### config.mk
export PLATFORM = sky130hd
export DESIGN_NAME = match_cycle_seq
export DESIGN_NICKNAME = d
export VERILOG_FILES = /design/src/rtl/mcs_pkg.sv /design/src/rtl/mcs_counter.sv /design/src/rtl/mcs_bit_mux.sv /design/src/rtl/match_cycle_seq.sv
export SDC_FILE = /design/constraint.sdc
export NUM_CORES = 1
export LEC_CHECK = 0
export ABC_CLOCK_PERIOD_IN_PS = 2950
export BUFFER_PORTS_ARGS = -buffer_cell sky130_fd_sc_hd__buf_2
export CORE_AREA = 2 2 58 60
export CTS_CLUSTER_DIAMETER = 80
export CTS_CLUSTER_SIZE = 20
export DETAILED_ROUTE_END_ITERATION = 10
export DIE_AREA = 0 0 60 62
export GPL_TIMING_DRIVEN = 0
export PLACE_DENSITY = 0.77
export SLEW_MARGIN = 20
export SYNTH_ARGS = -nofsm -noshare
export SYNTH_HDL_FRONTEND = slang
export SYNTH_HIERARCHICAL = 1
export SYNTH_SLANG_ARGS = --single-unit
### constraint.sdc
create_clock -name clk -period 2.95 [get_ports clk]
set_input_delay 0.4425 -clock clk [delete_from_list [all_inputs] [get_ports clk]]
set_output_delay 0.4425 -clock clk [all_outputs]
set_load 0.01 [all_outputs]
### src/rtl/mcs_pkg.sv
package mcs_pkg;

   typedef enum logic [2:0] {
      ST_IDLE  = 3'd0,
      ST_WRITE = 3'd1,
      ST_CONV  = 3'd2,
      ST_RAMP  = 3'd3,
      ST_DONE  = 3'd4
   } mcs_state_t;

   function automatic int unsigned idx_width(input int unsigned n);
      return (n > 1) ? $clog2(n) : 1;
   endfunction

endpackage

### src/rtl/mcs_counter.sv
module mcs_counter #(
   parameter int unsigned LIMIT = 8,
   localparam int unsigned W = mcs_pkg::idx_width(LIMIT)
) (
   input  logic         clk,
   input  logic         rst_n,
   input  logic         clr,
   input  logic         en,
   output logic [W-1:0] cnt,
   output logic         at_end
);

   if (LIMIT < 1) begin : g_bad_limit
      $error("mcs_counter: LIMIT must be at least 1");
   end

   if (LIMIT == 1) begin : g_single
      assign cnt    = '0;
      assign at_end = 1'b1;
   end else if ((LIMIT & (LIMIT - 1)) == 0) begin : g_pow2
      // natural wrap at a power of two
      assign at_end = &cnt;
      always_ff @(posedge clk or negedge rst_n) begin
         if (!rst_n)   cnt <= '0;
         else if (clr) cnt <= '0;
         else if (en)  cnt <= cnt + 1'b1;
      end
   end else begin : g_cmp
      assign at_end = (cnt == W'(LIMIT - 1));
      always_ff @(posedge clk or negedge rst_n) begin
         if (!rst_n)   cnt <= '0;
         else if (clr) cnt <= '0;
         else if (en)  cnt <= at_end ? '0 : cnt + 1'b1;
      end
   end

endmodule

### src/rtl/mcs_bit_mux.sv
module mcs_bit_mux #(
   parameter int unsigned ELEM_W   = 8,
   parameter int unsigned NUM_ELEM = 4,
   localparam int unsigned SEL_W = $clog2(ELEM_W),
   localparam int unsigned VEC_W = NUM_ELEM * ELEM_W
) (
   input  logic [VEC_W-1:0]    vec,
   input  logic [SEL_W-1:0]    sel,
   input  logic                en,
   output logic [NUM_ELEM-1:0] bits
);

   for (genvar e = 0; e < NUM_ELEM; e++) begin : g_lane
      logic [ELEM_W-1:0] elem;
      assign elem    = vec[e*ELEM_W +: ELEM_W];
      assign bits[e] = en & elem[sel];
   end

endmodule

### src/rtl/match_cycle_seq.sv
module match_cycle_seq
   import mcs_pkg::*;
#(
   parameter int unsigned ELEM_W     = 8,
   parameter int unsigned NUM_ELEM   = 4,
   parameter int unsigned NUM_TPL    = 4,
   parameter int unsigned RAMP_STEPS = 128,
   parameter int unsigned ADDR_W     = 5,
   localparam int unsigned BIT_W  = $clog2(ELEM_W),
   localparam int unsigned TPL_W  = mcs_pkg::idx_width(NUM_TPL),
   localparam int unsigned RAMP_W = $clog2(RAMP_STEPS),
   localparam int unsigned VEC_W  = NUM_ELEM * ELEM_W
) (
   input  logic                clk,
   input  logic                rst_n,
   input  logic                start,
   input  logic                write_sel,
   input  logic [VEC_W-1:0]    vec_data,
   input  logic                winner_found,
   input  logic [ADDR_W-1:0]   winner_addr,
   output logic [NUM_ELEM-1:0] dac_bit,
   output logic                dac_strobe,
   output logic                wr_phase,
   output logic [TPL_W-1:0]    tpl_idx,
   output logic                eval_en,
   output logic [RAMP_W-1:0]   ramp_code,
   output logic                res_valid,
   output logic [ADDR_W-1:0]   res_addr,
   output logic                res_nowin,
   output logic                tpl_loaded
);

   // elaboration-time parameter checks
   if (ELEM_W < 2) begin : g_bad_elem
      $error("match_cycle_seq: ELEM_W must be at least 2");
   end
   if (RAMP_STEPS < 2) begin : g_bad_ramp
      $error("match_cycle_seq: RAMP_STEPS must be at least 2");
   end
   if (NUM_ELEM < 1 || NUM_TPL < 1 || ADDR_W < 1) begin : g_bad_count
      $error("match_cycle_seq: NUM_ELEM, NUM_TPL and ADDR_W must be non-zero");
   end

   mcs_state_t state_q, state_d;

   logic             is_idle, is_write, is_conv, is_ramp;
   logic             wr_go, ev_go;
   logic [BIT_W-1:0] bit_cnt;
   logic             bit_last, tpl_last, ramp_last;
   logic             loaded_q;

   assign is_idle  = (state_q == ST_IDLE);
   assign is_write = (state_q == ST_WRITE);
   assign is_conv  = (state_q == ST_CONV);
   assign is_ramp  = (state_q == ST_RAMP);

   // a write is taken only once, an evaluation only after loading
   assign wr_go = is_idle & start &  write_sel & ~loaded_q;
   assign ev_go = is_idle & start & ~write_sel &  loaded_q;

   always_comb begin
      state_d = state_q;
      unique case (state_q)
         ST_IDLE: begin
            if (wr_go)      state_d = ST_WRITE;
            else if (ev_go) state_d = ST_CONV;
         end
         ST_WRITE: if (bit_last && tpl_last) state_d = ST_IDLE;
         ST_CONV:  if (bit_last) state_d = ST_RAMP;
         ST_RAMP:  if (winner_found || ramp_last) state_d = ST_DONE;
         ST_DONE:  state_d = ST_IDLE;
         default:  state_d = ST_IDLE;
      endcase
   end

   always_ff @(posedge clk or negedge rst_n) begin
      if (!rst_n) state_q <= ST_IDLE;
      else        state_q <= state_d;
   end

   // serial bit position within the element
   mcs_counter #(.LIMIT(ELEM_W)) u_bit_cnt (
      .clk    (clk),
      .rst_n  (rst_n),
      .clr    (wr_go | ev_go),
      .en     (is_write | is_conv),
      .cnt    (bit_cnt),
      .at_end (bit_last)
   );

   // template being downloaded
   mcs_counter #(.LIMIT(NUM_TPL)) u_tpl_cnt (
      .clk    (clk),
      .rst_n  (rst_n),
      .clr    (wr_go),
      .en     (is_write & bit_last),
      .cnt    (tpl_idx),
      .at_end (tpl_last)
   );

   // ramp step generator
   mcs_counter #(.LIMIT(RAMP_STEPS)) u_ramp_cnt (
      .clk    (clk),
      .rst_n  (rst_n),
      .clr    (ev_go),
      .en     (is_ramp),
      .cnt    (ramp_code),
      .at_end (ramp_last)
   );

   mcs_bit_mux #(.ELEM_W(ELEM_W), .NUM_ELEM(NUM_ELEM)) u_bit_mux (
      .vec  (vec_data),
      .sel  (bit_cnt),
      .en   (dac_strobe),
      .bits (dac_bit)
   );

   always_ff @(posedge clk or negedge rst_n) begin
      if (!rst_n)                                loaded_q <= 1'b0;
      else if (is_write && bit_last && tpl_last) loaded_q <= 1'b1;
   end

   // result capture
   always_ff @(posedge clk or negedge rst_n) begin
      if (!rst_n) begin
         res_valid <= 1'b0;
         res_addr  <= '0;
         res_nowin <= 1'b0;
      end else if (wr_go || ev_go) begin
         res_valid <= 1'b0;
      end else if (is_ramp && winner_found) begin
         res_valid <= 1'b1;
         res_addr  <= winner_addr;
         res_nowin <= 1'b0;
      end else if (is_ramp && ramp_last) begin
         res_valid <= 1'b1;
         res_addr  <= '0;
         res_nowin <= 1'b1;
      end
   end

   assign dac_strobe = is_write | is_conv;
   assign wr_phase   = is_write;
   assign eval_en    = is_ramp;
   assign tpl_loaded = loaded_q;

endmodule

==> flow_summary.toml <==
[timing]
final.setup.tns_ns = 0
max-slew-margin-rel_pct = 67.50
timing.final.crit_period_ns = 2.327
final.setup_skew_ns = 0.001523
hold_viol = 0
tightestPinTransition_ns = 0.4857
grt_setup_unrepaired = "no"
final_max_slew_viol_count = 0
finalSetupViolations = 0
tcrit_tclk_final_pct = 78.89
fmax_mhz = 429.7

[synthesis]
multiplexer_share_of_the_synthesized_area_pct = 19.24
post_synth_and_or_nand_nor_area_fraction_pct = 15.73
synth.lib_cells_used.distinct = 27
synthAdderAreaFrac_pct = 3.700
yosys.area.top_type_share_pct = 42.55
post-synth-top-area-cell = "sky130_fd_sc_hd__dfrtp_1"
netlist_area_um2 = 1353
ys_warnings = 6
yosys_register_bits = 23
sequential_share_of_the_synthesized_area_pct = 42.55
netlist_top_cells_area = "sky130_fd_sc_hd__dfrtp_1 (43%), sky130_fd_sc_hd__mux4_2 (13%), sky130_fd_sc_hd__mux2i_1 (5.9%)"
synth_top_family_by_area = "multiplexers"
syn-mean-instance-area_um2 = 11.09
synth_area_in_compound_gates_pct = 9.343
synth-xor-area-share_pct = 4.533
synthCells = 122
synth_fp_nets = 168

[setup_path]
crit_path_cell_trace = "buf_2 -> xnor2_1 -> nor2_1 -> inv_1 -> nor2_1 -> buf_2"
critical_path.reg2reg.startpoint = "state_q[0]"
worst_path_dominant_cell_family = "simple AND/OR/NAND/NOR gates"
cp.buffers_inverters = 3
cp_slowest_cell = "sky130_fd_sc_hd__dfrtp_1"
worst-r2r-cell-count = 5
critical_path.startpoint_type = "flip-flop"
cp.depth = 6
crit_required_ns = 2.51
crit-reg2reg-capture = "u_ramp_cnt/cnt[5]"
reg2reg_slack_ns = 1.38
critical_path_arrival_ns = 1.88
critical_path.max_fanout = 10
worst_path_largest_cell_delay_ns = 0.38
worstSetupPathType = "reg -> out"
cp-end-kind = "output pin"

[clocking]
cts-buffers-inserted = 3
tritoncts = "yes"
clockRootBuffer = "sky130_fd_sc_hd__clkbuf_4"
cts-root-to-sink-buffers = 2
h-tree-depth = 1
cts.repair_timing.setup_buffer_count = 0
count_of_clock_tree_sinks = 23
cts.reportedPaths.clkPinSlew_ns = 0.13
clock_latency_ns = 0.31
cts-resized-gates = 0
cts_hold_repair.buffers = 0

[drt]
via_count = 1165
routed_via_density = 4.916
ant_nets = 0
detail_route.first_pass.iterations = 4
drt-initial-drc-count = 24
drt_wl_total_um = 2961
wl_per_cell_um = 12.49
drc = 0

[hold_path]
worstHoldPathType = "in -> async"

[layout]
final_layout_size_suffix_gt1_share_pct = 46.07
final_core_util_pct = 55.45
final_cell_area_um2 = 1763
finalNetCount = 238
area_delta_synth_final_pct = 30.34
antennaDiodeCount = 0

[grt]
globalRouteOverflowTotal = 0
grt_pass1_wl_um = 4547
grt_usage_pct = 16.35
first_global_vias = 1077
grt_max_degree = 24
grt_antenna_before_repair = 0

[pwr]
power.ir.vdd_worst_mv = 0.4666
finalPower_mw = 1.663
static_leakage_nw = 0.9253
power.density_cell_area_nw_per_um2 = 943.5

[place]
dpl-instance-area_um2 = 1735
buffer_ports.inserted = 65
globalplace.congestion = 0.6768
dp_hpwl_um = 2440

[die]
placementRows = 21
die-width_um = 60
die-area_um2 = 3720
boundaryPins = 66
core-area_um2 = 3179
die_y_um = 62
initial_core_util_pct = 42.54

[run_status]
outcome = "finished clean"

[flow_run]
maxCapViolCount = 0
-- kinds of logic after synthesis --
kind of cell | after synthesis
AND/OR/NAND/NOR | 42
flip-flops | 23
AO/OA/AOI/OAI | 19
multiplexers | 16
buffers and inverters | 11
XOR/XNOR | 7
adder cells (fa/ha/maj) | 4
-- cells in the final DEF, fill, tap and decap left out --
| cell | netlist | final |
|---|---|---|
| sky130_fd_sc_hd__a21o_1 | 1 | 1 |
| sky130_fd_sc_hd__a21oi_1 | 4 | 4 |
| sky130_fd_sc_hd__a22o_1 | 5 | 5 |
| sky130_fd_sc_hd__a2bb2oi_1 | 1 | 1 |
| sky130_fd_sc_hd__a31oi_1 | 2 | 2 |
| sky130_fd_sc_hd__and2_1 | 1 | 1 |
| sky130_fd_sc_hd__and2_4 | 1 | 1 |
| sky130_fd_sc_hd__and3_4 | 1 | 1 |
| sky130_fd_sc_hd__buf_2 | 2 | 67 |
| sky130_fd_sc_hd__buf_6 | 3 | 3 |
| sky130_fd_sc_hd__clkbuf_4 | 0 | 3 |
| sky130_fd_sc_hd__clkinv_2 | 0 | 1 |
| sky130_fd_sc_hd__dfrtp_1 | 23 | 23 |
| sky130_fd_sc_hd__ha_1 | 4 | 4 |
| sky130_fd_sc_hd__inv_1 | 6 | 6 |
| sky130_fd_sc_hd__mux2i_1 | 8 | 8 |
| sky130_fd_sc_hd__mux4_2 | 8 | 8 |
| sky130_fd_sc_hd__nand2_1 | 9 | 9 |
| sky130_fd_sc_hd__nand3b_1 | 2 | 2 |
| sky130_fd_sc_hd__nand4_1 | 2 | 2 |
| sky130_fd_sc_hd__nand4_2 | 1 | 1 |
| sky130_fd_sc_hd__nor2_1 | 21 | 21 |
| sky130_fd_sc_hd__nor2b_2 | 1 | 1 |
| sky130_fd_sc_hd__nor3b_2 | 1 | 1 |
| sky130_fd_sc_hd__o21ai_0 | 5 | 5 |
| sky130_fd_sc_hd__o21ai_2 | 1 | 1 |
| sky130_fd_sc_hd__or3_1 | 2 | 2 |
| sky130_fd_sc_hd__xnor2_1 | 4 | 4 |
| sky130_fd_sc_hd__xor2_1 | 3 | 3 |
-- cell type report --
| cell class | count | area, um^2 |
|---|---|---|
| multi-input cells | 88 | 710.7 |
| clock buffers | 3 | 22.52 |
| inverters | 6 | 22.52 |
| flip-flops and latches | 23 | 575.6 |
| plain buffers | 5 | 43.79 |
| fillers | 306 | 1416 |
| repair buffers | 65 | 325.3 |
| well taps | 46 | 57.56 |
| clock inverters | 1 | 5.005 |
-- flip-flops by register name (all words and copies together), names as in the netlist --
signal,cells
state_q,3
u_tpl_cnt/cnt,2
u_ramp_cnt/cnt,7
res_valid,1
res_addr,5
u_bit_cnt/cnt,3
res_nowin,1
tpl_loaded,1
-- power by group --
group / total [mW] / switching, mW / internal (mW)
Combinational: 0.958 / 0.469 / 0.488
Sequential: 0.556 / 0.109 / 0.447
Clock: 0.149 / 0.0985 / 0.0508
-- worst max-delay path by stage --
stage	startpoint	endpoint	slack [ns]
finish	state_q[1]	dac_bit[0]	0.62
floorplan	state_q[1]	dac_bit[0]	1.16
global placement	state_q[1]	dac_bit[0]	1.00
global route	state_q[1]	dac_bit[0]	0.50
CTS	state_q[1]	dac_bit[0]	0.61
detailed placement	state_q[1]	dac_bit[0]	0.98
-- worst reg2reg max path: cells and delay by family, from the launching register on --
kind | cells | cell delay, ns
flip-flops | 1 | 0.44
AO/OA/AOI/OAI | 1 | 0.14
AND/OR/NAND/NOR | 4 | 0.93
-- per-layer routing --
metal | global-route usage (%) | vias to the layer above | wire (um)
met5 | 0 | - | 0
met4 | 3.810 | 0 | 23
met3 | 2.692 | 2 | 254
met2 | 32.76 | 50 | 1530
met1 | 17.83 | 542 | 1154
li1 | - | 571 | -
-- synth_stat cells (all sizes together) --
master    n
nand2     9
ha        4
nand4     3
inv       6
xnor2     4
xor2      3
a22o      5
mux2i     8
a21oi     4
and3      1
nor2     21
o21ai     6
dfrtp    23
mux4      8
or3       2
nor3b     1
a2bb2oi   1
nor2b     1
a31oi     2
and2      2
nand3b    2
a21o      1
buf       5
-- stage by stage --
stage,cells,setup WS (ns),hold WS [ns]
2_1_floorplan,122,1.161,0.1469
3_3_place_gp,233,1.003,0.4447
3_5_place_dp,233,0.9825,0.4420
4_1_cts,237,0.6146,0.08777
5_1_grt,237,0.4972,0.09513
6_report,237,0.6228,0.06665
No activity file was read; power rests on OpenSTA's default activity.
